==> src/rtl/i2cs_pkg.sv <==
package i2cs_pkg;
    typedef enum logic [3:0] {
        ST_IDLE,
        ST_ADDR,
        ST_ADDR_ACK,
        ST_MADDR,
        ST_MADDR_ACK,
        ST_WDATA,
        ST_WDATA_ACK,
        ST_RDATA,
        ST_RACK,
        ST_SKIP
    } slv_state_t;
endpackage

==> src/rtl/i2cs_line_sync.sv <==
module i2cs_line_sync #(
    parameter int STAGES = 2
) (
    input  logic clk,
    input  logic rst_n,
    input  logic scl_i,
    input  logic sda_i,
    output logic sda_q,
    output logic scl_rise,
    output logic scl_fall,
    output logic start_det,
    output logic stop_det
);
    logic [STAGES:0] scl_pipe;
    logic [STAGES:0] sda_pipe;
    logic scl_s, scl_p, sda_s, sda_p;

    always_ff @(posedge clk or negedge rst_n) begin
        if (!rst_n) begin
            scl_pipe <= '1;
            sda_pipe <= '1;
        end else begin
            scl_pipe <= {scl_pipe[STAGES-1:0], scl_i};
            sda_pipe <= {sda_pipe[STAGES-1:0], sda_i};
        end
    end

    assign scl_s = scl_pipe[STAGES-1];
    assign scl_p = scl_pipe[STAGES];
    assign sda_s = sda_pipe[STAGES-1];
    assign sda_p = sda_pipe[STAGES];

    assign sda_q     = sda_s;
    assign scl_rise  = scl_s & ~scl_p;
    assign scl_fall  = ~scl_s & scl_p;
    assign start_det = scl_s & scl_p & sda_p & ~sda_s;
    assign stop_det  = scl_s & scl_p & ~sda_p & sda_s;
endmodule

==> src/rtl/i2cs_addr_ctr.sv <==
module i2cs_addr_ctr #(
    parameter int AW        = 8,
    parameter int ROW_BYTES = 8
) (
    input  logic          clk,
    input  logic          rst_n,
    input  logic          load,
    input  logic [AW-1:0] load_val,
    input  logic          inc_row,
    input  logic          inc_lin,
    output logic [AW-1:0] addr
);
    localparam int RB = $clog2(ROW_BYTES);

    logic [RB-1:0] low_next;
    assign low_next = addr[RB-1:0] + 1'b1;

    always_ff @(posedge clk or negedge rst_n) begin
        if (!rst_n)       addr <= '0;
        else if (load)    addr <= load_val;
        else if (inc_row) addr <= {addr[AW-1:RB], low_next};
        else if (inc_lin) addr <= addr + 1'b1;
    end

    assert_row_kept_R4: assert property (@(posedge clk) disable iff (!rst_n)
        (inc_row && !load) |=> (addr[AW-1:RB] == $past(addr[AW-1:RB])));
endmodule

==> src/rtl/i2cs_commit_timer.sv <==
module i2cs_commit_timer #(
    parameter int CYCLES = 64
) (
    input  logic clk,
    input  logic rst_n,
    input  logic kick,
    output logic busy
);
    localparam int CW = $clog2(CYCLES + 1);

    logic [CW-1:0] remain;

    always_ff @(posedge clk or negedge rst_n) begin
        if (!rst_n)           remain <= '0;
        else if (kick)        remain <= CW'(CYCLES);
        else if (remain != 0) remain <= remain - 1'b1;
    end

    assign busy = (remain != 0);

    assert_kick_busy_R7: assert property (@(posedge clk) disable iff (!rst_n)
        kick |=> busy);
endmodule

==> src/rtl/i2c_paged_regslave.sv <==
module i2c_paged_regslave
    import i2cs_pkg::*;
#(
    parameter logic [4:0] ADDR_PREFIX   = 5'b01010,
    parameter int         ROW_BYTES     = 8,
    parameter int         COMMIT_CYCLES = 64,
    parameter int         SYNC_STAGES   = 2
) (
    input  logic       clk,
    input  logic       rst_n,
    input  logic       scl_i,
    input  logic       sda_i,
    input  logic [1:0] strap_i,
    output logic       sda_oe_o,
    output logic [7:0] reg_addr_o,
    output logic [7:0] reg_wdata_o,
    output logic       reg_wr_en_o,
    input  logic [7:0] reg_rdata_i,
    output logic       commit_start_o,
    output logic       commit_busy_o
);
    localparam int BYTE_BITS = 8;
    localparam int CNT_W     = $clog2(BYTE_BITS + 1);
    localparam logic [CNT_W-1:0] LAST_BIT = CNT_W'(BYTE_BITS);

    slv_state_t state, nxt;

    logic             sda_q, scl_rise, scl_fall, start_det, stop_det;
    logic [CNT_W-1:0] bit_cnt;
    logic [7:0]       shreg;
    logic [7:0]       rbuf;
    logic             rw_q, mnack, dirty;
    logic             addr_hit, byte_done;
    logic             ctr_load, ctr_inc_row, ctr_inc_lin, commit_kick;

    i2cs_line_sync #(.STAGES(SYNC_STAGES)) sync_i (
        .clk(clk), .rst_n(rst_n), .scl_i(scl_i), .sda_i(sda_i),
        .sda_q(sda_q), .scl_rise(scl_rise), .scl_fall(scl_fall),
        .start_det(start_det), .stop_det(stop_det)
    );

    assign addr_hit    = (shreg[7:1] == {ADDR_PREFIX, strap_i}) && !commit_busy_o;
    assign byte_done   = scl_fall && (bit_cnt == LAST_BIT);
    assign ctr_load    = (state == ST_MADDR) && byte_done;
    assign ctr_inc_row = (state == ST_WDATA_ACK) && scl_fall;
    assign ctr_inc_lin = (state == ST_RDATA) && byte_done;
    assign commit_kick = stop_det && dirty;

    i2cs_addr_ctr #(.AW(8), .ROW_BYTES(ROW_BYTES)) ctr_i (
        .clk(clk), .rst_n(rst_n), .load(ctr_load), .load_val(shreg),
        .inc_row(ctr_inc_row), .inc_lin(ctr_inc_lin), .addr(reg_addr_o)
    );

    i2cs_commit_timer #(.CYCLES(COMMIT_CYCLES)) tmr_i (
        .clk(clk), .rst_n(rst_n), .kick(commit_kick), .busy(commit_busy_o)
    );

    // State register
    always_ff @(posedge clk or negedge rst_n) begin
        if (!rst_n) state <= ST_IDLE;
        else        state <= nxt;
    end

    // Next-state logic
    always_comb begin
        nxt = state;
        unique case (state)
            ST_IDLE:      nxt = ST_IDLE;
            ST_ADDR:      if (byte_done) nxt = addr_hit ? ST_ADDR_ACK : ST_SKIP;
            ST_ADDR_ACK:  if (scl_fall)  nxt = rw_q ? ST_RDATA : ST_MADDR;
            ST_MADDR:     if (byte_done) nxt = ST_MADDR_ACK;
            ST_MADDR_ACK: if (scl_fall)  nxt = ST_WDATA;
            ST_WDATA:     if (byte_done) nxt = ST_WDATA_ACK;
            ST_WDATA_ACK: if (scl_fall)  nxt = ST_WDATA;
            ST_RDATA:     if (byte_done) nxt = ST_RACK;
            ST_RACK:      if (scl_fall)  nxt = mnack ? ST_SKIP : ST_RDATA;
            ST_SKIP:      nxt = ST_SKIP;
            default:      nxt = ST_IDLE;
        endcase
        if (start_det)     nxt = ST_ADDR;
        else if (stop_det) nxt = ST_IDLE;
    end

    // Datapath and registered outputs
    always_ff @(posedge clk or negedge rst_n) begin
        if (!rst_n) begin
            bit_cnt        <= '0;
            shreg          <= '0;
            rbuf           <= '0;
            rw_q           <= 1'b0;
            mnack          <= 1'b0;
            dirty          <= 1'b0;
            reg_wr_en_o    <= 1'b0;
            commit_start_o <= 1'b0;
        end else begin
            reg_wr_en_o    <= 1'b0;
            commit_start_o <= 1'b0;
            if (start_det) begin
                bit_cnt <= '0;
                dirty   <= 1'b0;
            end else if (stop_det) begin
                commit_start_o <= dirty;
                dirty          <= 1'b0;
            end else begin
                if (scl_rise) begin
                    if (state == ST_ADDR || state == ST_MADDR || state == ST_WDATA) begin
                        shreg   <= {shreg[6:0], sda_q};
                        bit_cnt <= bit_cnt + 1'b1;
                    end
                    if (state == ST_RDATA) bit_cnt <= bit_cnt + 1'b1;
                    if (state == ST_RACK)  mnack <= sda_q;
                end
                if (scl_fall) begin
                    if (state == ST_ADDR && byte_done) rw_q <= shreg[0];
                    if (state == ST_WDATA && byte_done) begin
                        reg_wr_en_o <= 1'b1;
                        dirty       <= 1'b1;
                    end
                    if (state == ST_ADDR_ACK || state == ST_MADDR_ACK || state == ST_WDATA_ACK)
                        bit_cnt <= '0;
                    if ((state == ST_ADDR_ACK && rw_q) || (state == ST_RACK && !mnack)) begin
                        rbuf    <= reg_rdata_i;
                        bit_cnt <= '0;
                    end
                    if (state == ST_RDATA && !byte_done) rbuf <= {rbuf[6:0], 1'b0};
                end
            end
        end
    end

    assign reg_wdata_o = shreg;
    assign sda_oe_o    = (state == ST_ADDR_ACK) || (state == ST_MADDR_ACK) ||
                         (state == ST_WDATA_ACK) || ((state == ST_RDATA) && !rbuf[7]);

    assert_start_restarts_R1: assert property (@(posedge clk) disable iff (!rst_n)
        start_det |=> (state == ST_ADDR));
    assert_stop_idles_R1: assert property (@(posedge clk) disable iff (!rst_n)
        stop_det |=> (state == ST_IDLE));
    assert_skip_silent_R6: assert property (@(posedge clk) disable iff (!rst_n)
        (state == ST_SKIP) |-> (!sda_oe_o && !reg_wr_en_o));
    assert_wr_single_R4: assert property (@(posedge clk) disable iff (!rst_n)
        reg_wr_en_o |=> !reg_wr_en_o);
    assert_commit_after_stop_R7: assert property (@(posedge clk) disable iff (!rst_n)
        commit_start_o |-> ($past(stop_det) && commit_busy_o));
    assert_busy_no_ack_R8: assert property (@(posedge clk) disable iff (!rst_n)
        (state == ST_ADDR_ACK) |-> !commit_busy_o);
endmodule

==> config.mk <==
export PLATFORM = sky130hd
export DESIGN_NAME = i2c_paged_regslave
export DESIGN_NICKNAME = d
export VERILOG_FILES = /design/src/rtl/i2cs_pkg.sv /design/src/rtl/i2cs_line_sync.sv /design/src/rtl/i2cs_addr_ctr.sv /design/src/rtl/i2cs_commit_timer.sv /design/src/rtl/i2c_paged_regslave.sv
export SDC_FILE = /design/constraint.sdc
export NUM_CORES = 1
export LEC_CHECK = 0
export BUFFER_PORTS_ARGS = -buffer_cell sky130_fd_sc_hd__buf_4
export CAP_MARGIN = 20
export CORE_ASPECT_RATIO = 0.6
export CORE_MARGIN = 1
export CORE_UTILIZATION = 45
export DETAILED_ROUTE_END_ITERATION = 10
export PLACE_DENSITY_LB_ADDON = 0.12
export SLEW_MARGIN = 20
export SYNTH_ARGS = -nofsm -noshare
export SYNTH_HDL_FRONTEND = slang
export SYNTH_SLANG_ARGS = --single-unit
==> constraint.sdc <==
create_clock -name clk -period 1.8 [get_ports clk]
set_input_delay 0.36 -clock clk [delete_from_list [all_inputs] [get_ports clk]]
set_output_delay 0.36 -clock clk [all_outputs]
set_load 0.02 [all_outputs]
== After elaboration in Yosys (flattened, before gate mapping) ==
Index checks and enable logic that the tools add are counted.

* Bits in registers: 50
* Input port bits: 14
* Output and inout port bits: 20
* Word-level logic and storage cells: 126

* Add/subtract/negate cells: 4
* Equal/unequal tests: 20
* Multiplexer cells: 38
* Bitwise operators: 13
* Reductions and logical operators: 37

{| class="wikitable"
|+ Operators with widths
! cell !! number
|-
| $mux W4 || 19
|-
| $mux W8 || 5
|-
| $pmux W4 S8 || 1
|-
| $ne A4 B4 Y1 const B || 6
|-
| $eq A4 B3 Y1 const B || 4
|-
| $reduce_and A4 Y1 || 4
|-
| $mux W7 || 2
|-
| $eq A4 B4 Y1 const B || 3
|-
| $logic_and A1 B1 Y1 || 12
|-
| $mux W1 || 10
|-
| $reduce_bool A3 Y1 || 3
|-
| $add A8 B1 Y8 const B || 1
|-
| $eq A4 B2 Y1 const B || 2
|-
| $and A1 B1 Y1 || 7
|-
| $eq A7 B6 Y1 || 1
|-
| $reduce_and A7 Y1 || 1
|-
| $reduce_bool A7 Y1 || 1
|-
| $sub A7 B1 Y7 const B || 1
|-
| $logic_or A1 B1 Y1 || 6
|-
| $not A1 Y1 || 6
|-
| $reduce_bool A2 Y1 || 3
|-
| $add A4 B1 Y4 const B || 1
|-
| $eq A4 B1 Y1 const B || 1
|-
| $logic_not A1 Y1 || 4
|-
| 7 further kinds || 8
|}

== Logic depth before layout (Yosys ltp) ==
* Depth after elaboration: 11
* Depth in mapped cells: 7
* Depth with buffers taken out: 7

== By module ==
From an unflattened synthesis, not the netlist that was laid out.

* Cells, all modules: 253
* Area, all modules: 2703.8 sq um

{| class="wikitable"
|+ By module, submodules not included
! module !! times used !! cells each !! area an instance (sq um) !! seq. area each (sq um)
|-
| i2c_paged_regslave || 1 || 156 || 1676.6 || 725.7
|-
| i2cs_addr_ctr || 1 || 48 || 447.9 || 200.2
|-
| i2cs_commit_timer || 1 || 39 || 389.1 || 175.2
|-
| i2cs_line_sync || 1 || 10 || 190.2 || 157.7
|}

== Worst setup path after synthesis ==
OpenSTA, ideal clock, no wires.

* Path kind: register -> register
* Start point: register tmr_i.remain[0]
* End point: register state[0]
* Setup time: 0.124 ns
* Arrival time: 1.952 ns
* Data required time: 1.676 ns
* Slack: -0.276 ns
* Stages on the path, launching flop included: 8
* Buffers on the path: 0
* Clock period less this slack: 2.076 ns
* Cell sequence: dfrtp_1 -> inv_1 -> ha_1 -> nor2b_1 -> nand2_4 -> or4_4 -> and4_4 -> o31a_1

* Cells in the longest elaborated chain, start to end: 8

{| class="wikitable"
|+ Ends and longest elaborated chain
! what !! line !! text
|-
| start: declaration || i2cs_commit_timer.sv:11 || <nowiki>logic [CW-1:0] remain;</nowiki>
|-
| start signal: assignment || i2cs_commit_timer.sv:15 || <nowiki>else if (kick) remain <= CW'(CYCLES);</nowiki>
|-
| start signal: assignment || i2cs_commit_timer.sv:16 || <nowiki>else if (remain != 0) remain <= remain - 1'b1;</nowiki>
|-
| $reduce_bool A7 Y1 || i2cs_commit_timer.sv:19 || <nowiki>assign busy = (remain != 0);</nowiki>
|-
| net commit_busy_o || i2c_paged_regslave.sv:20 || <nowiki>output logic commit_busy_o</nowiki>
|-
| $logic_not A1 Y1 || i2c_paged_regslave.sv:42 || <nowiki>assign addr_hit = (shreg[7:1] == {ADDR_PREFIX, strap_i}) && !commit_busy_o;</nowiki>
|-
| $logic_and A1 B1 Y1 || i2c_paged_regslave.sv:42 ||
|-
| $mux W4 (2 in a row) || i2c_paged_regslave.sv:69 || <nowiki>ST_ADDR: if (byte_done) nxt = addr_hit ? ST_ADDR_ACK : ST_SKIP;</nowiki>
|-
| $pmux W4 S8 || i2c_paged_regslave.sv:67 || <nowiki>unique case (state)</nowiki>
|-
| $mux W4 || i2c_paged_regslave.sv:81 || <nowiki>else if (stop_det) nxt = ST_IDLE;</nowiki>
|-
| $mux W4 || i2c_paged_regslave.sv:80 || <nowiki>if (start_det) nxt = ST_ADDR;</nowiki>
|-
| end signal: assignment || i2c_paged_regslave.sv:61 || <nowiki>else state <= nxt;</nowiki>
|-
| end: declaration || i2c_paged_regslave.sv:26 || <nowiki>slv_state_t state, nxt;</nowiki>
|}

The timed path passes the listed nets, and every way through them passes these cells. The select of a mux whose other input is x is not followed.
A chain may end at the register's enable or synchronous reset.

== Worst setup path in the final report ==
* Start point: register tmr_i.remain[4]
* End point: register state[0]

* Cells in the longest elaborated chain, start to end: 8

{| class="wikitable"
|+ Ends and longest elaborated chain
! what !! line
|-
| $reduce_bool A7 Y1 || i2cs_commit_timer.sv:19
|-
| $logic_not A1 Y1 || i2c_paged_regslave.sv:42
|-
| $logic_and A1 B1 Y1 || i2c_paged_regslave.sv:42
|-
| $mux W4 (2 in a row) || i2c_paged_regslave.sv:69
|-
| $pmux W4 S8 || i2c_paged_regslave.sv:67
|-
| $mux W4 || i2c_paged_regslave.sv:81
|-
| $mux W4 || i2c_paged_regslave.sv:80
|}

Every way passes these cells. The select of a mux whose other input is x is not followed.

==> impl_metrics.env <==
export IMPL_status="complete, but fails checks"
export IMPL_violations="setup timing"
export IMPL_initialDrtViolationCount=135
export IMPL_slowest_stage="or4_4"
export IMPL_synth_area_leader_cell="dfrtp_1"
export IMPL_wl_um=6520
export IMPL_clk_latency_ns=0.31
export IMPL_cts_hold_buffers_added=0
export IMPL_drive_above_1_share_pct=39.9
export IMPL_clock_fmax_ghz=0.538
export IMPL_ant_nets=0
export IMPL_clk_pin_slew_ns=0.09
export IMPL_yosysUniqueCellTypes=54
export IMPL_gp_congestion=0.859
export IMPL_die_area_um2=6130
export IMPL_start_util_pct=46.7
export IMPL_power_density_nw_per_um2=1350
export IMPL_rsz0062_at_grt="true"
export IMPL_cts_tree="built"
export IMPL_synthFlopType="dfrtp_1"
export IMPL_p_leak_nw=1.61
export IMPL_core_um2=5600
export IMPL_crit_path_start="tmr_i.remain[4]"
export IMPL_cts_root_buf="clkbuf_8"
export IMPL_yosys_warnings=0
export IMPL_syn_avg_cell_area_um2=9.98
export IMPL_layout_setup_ws_ns=-0.0583
export IMPL_min_period_over_period_pct=103
export IMPL_die_x_um=100
export IMPL_synth_edff_count=0
export IMPL_slew_viol_final=0
export IMPL_cp_data_required_time_ns=1.99
export IMPL_n_antenna_cell=0
export IMPL_period_needed_ns=1.86
export IMPL_critPathMaxStageDelay_ns=0.44
export IMPL_synth_seq_cells=50
export IMPL_dr_pass1_iters=5
export IMPL_port_buffers=33
export IMPL_synth_top_cells_by_area="dfrtp_1 42%, dfstp_2 6.0%, mux2_2 4.7%"
export IMPL_clockBufferDepth=2
export IMPL_finalPower_mw=4.77
export IMPL_dp_slack_ns=-0.0721
export IMPL_synth_cells=262
export IMPL_start_kind="flop"
export IMPL_routedWlPerCell_um=15.3
export IMPL_worstSetupPathType="reg -> reg"
export IMPL_synth_nets=281
export IMPL_rows=21
export IMPL_max_slew_worst_pin_slew_ns=0.631
export IMPL_cts_sinks=50
export IMPL_numCtsBuffers=5
export IMPL_drc=0
export IMPL_hold_path_class="in -> async"
export IMPL_max_vdd_ir_drop_mv=0.572
export IMPL_slew_headroom_pct=57.9
export IMPL_vias_per_cell=5.38
export IMPL_mappedNetlistArea_um2=2620
export IMPL_rr_startpoint="tmr_i.remain[4]"
export IMPL_grt_pass1_vias=1980
export IMPL_path_cells="nor4_4, nand2_4, or4_4, and4_4, o31a_1"
export IMPL_hold_viol=0
export IMPL_setup_viol=3
export IMPL_area_delta_synth_final_pct=34.8
export IMPL_final_nets=364
export IMPL_grt_usage_pct=22.4
export IMPL_clock_skew_ns=0.00770
export IMPL_die_h_um=61.1
export IMPL_async_flop_share_pct=100
export IMPL_critPathMaxFanout=3
export IMPL_grt_pass1_wl_um=10200
export IMPL_endpoint_kind="flop"
export IMPL_synth_top_area_share_pct=42.1
export IMPL_dp_hpwl_um=4830
export IMPL_h_tree_depth=2
export IMPL_grt_antenna_before_repair=0
export IMPL_grt_max_degree=51
export IMPL_vias=2290
export IMPL_io_pins=34
export IMPL_drv_cap=0
export IMPL_global_route_overflow_total=0
export IMPL_ys_seq_area_share_pct=48.1
export IMPL_crit_arrival_ns=2.05
-- Yosys cell counts, types with 7 or more instances --
master    instances
dfrtp_1          44
nand2_1          32
nor2_1           21
o21ai_0          21
clkbuf_1         11
mux2_2           11
a21oi_1           9
nor3_1            8
xor2_1            8
inv_1             7
mux2i_1           7
nor2b_1           7
-- final cells by class --
class / instances / area (µm²)
fillers: 453 / 2070
repair buffers: 87 / 681
inverters: 7 / 26.3
multi-input cells: 194 / 1370
flip-flops and latches: 50 / 1260
clock inverters: 1 / 5.00
clock buffers: 7 / 86.3
well taps: 80 / 100
-- metrics by stage --
step,cell area [µm²],instances,hold slack [ns],setup TNS (ns),utilization (%)
5_1_grt,3520,426,0.102,-0.409,63.0
3_3_place_gp,3320,413,0.347,-0.0533,59.4
3_5_place_dp,3320,413,0.350,-0.194,59.4
4_1_cts,3450,423,0.0991,-0.164,61.6
2_1_floorplan,2640,262,0.0644,-0.386,-
6_report,3520,426,0.0653,-0.150,63.0
-- cell families (layout without fill, tap and decap cells) --
family | count (synthesis) | in the layout | synth area share [%]
multiplexers | 18 | 18 | 7.42
AND/OR/NAND/NOR | 98 | 98 | 20.2
buffers and inverters | 18 | 102 | 2.58
XOR/XNOR | 11 | 11 | 3.68
flip-flops | 50 | 50 | 48.1
adder cells (fa/ha/maj) | 5 | 5 | 2.39
AO/OA/AOI/OAI | 62 | 62 | 15.6
-- worst max-delay path, delay by kind of cell, from the launching register on --
| kind | cells | cell delay, ns |
|---|---|---|
| compound gates | 1 | 0.23 |
| flops | 1 | 0.43 |
| simple gates | 4 | 1.08 |
-- power breakdown --
group	switching (mW)	leakage, nW	internal, mW	total [mW]
Sequential	0.264	0.595	1.42	1.69
Combinational	1.19	0.965	1.22	2.40
Clock	0.373	0.0482	0.311	0.684
-- metal layers --
layer  GRT usage [%]  share of wire [%]  routed length, µm  up-vias
met4            5.59                1.2                 75        0
met3            7.26                8.1                528       11
li1                -                  -                  -     1104
met1            34.9                 53               3420     1087
met2            29.3                 38               2490       88
met5               0                  0                  0        -
-- what timing repair did --
action / 4_1_cts / 5_1_grt
setup endpoints to repair: 8 / 31
gates resized for setup: 5 / 23
gates cloned: 0 / 0
hold endpoints to repair: 0 / 0
pin swaps: 0 / 4
setup buffers: 2 / 3
-- state kept, by name (all words and copies together) (netlist names) --
| name | cells |
|---|---|
| reg_wdata_o | 8 |
| ctr_i.addr | 8 |
| bit_cnt | 4 |
| commit_start_o | 1 |
| reg_wr_en_o | 1 |
| rw_q | 1 |
| sync_i.scl_pipe | 3 |
| state | 4 |
| tmr_i.remain | 7 |
| mnack | 1 |
| dirty | 1 |
| rbuf | 8 |
| sync_i.sda_pipe | 3 |
-- cells in the final DEF (no fill, tap or decap), types with 3 or more instances in the layout --
cell / instances
o21bai_1: 3
inv_2: 3
mux2i_1: 7
nand2_1: 32
a22oi_1: 4
nand3_1: 4
dfrtp_1: 42
xor2_1: 8
a31oi_1: 3
mux2_2: 11
nor2b_1: 4
a21oi_1: 9
buf_6: 4
ha_1: 3
xnor2_1: 3
clkbuf_8: 6
buf_4: 82
nor2_1: 19
nor3_1: 8
a22o_1: 3
nand4b_1: 4
inv_1: 4
o21ai_1: 4
dfstp_2: 6
o21ai_0: 18
-- worst paths after layout --
kind	cells after the start	slack [ns]	to
worst max-delay path	5	-0.06	state[0]
worst min-delay path	1	0.07	tmr_i.remain[6]
worst max register to register	5	-0.06	state[0]
worst min register to register	0	0.36	sync_i.scl_pipe[1]
max in group asynchronous	1	1.29	state[3]
min in group clk	1	0.15	sync_i.sda_pipe[0]
Note: power is estimated with default switching activity, not from simulation.
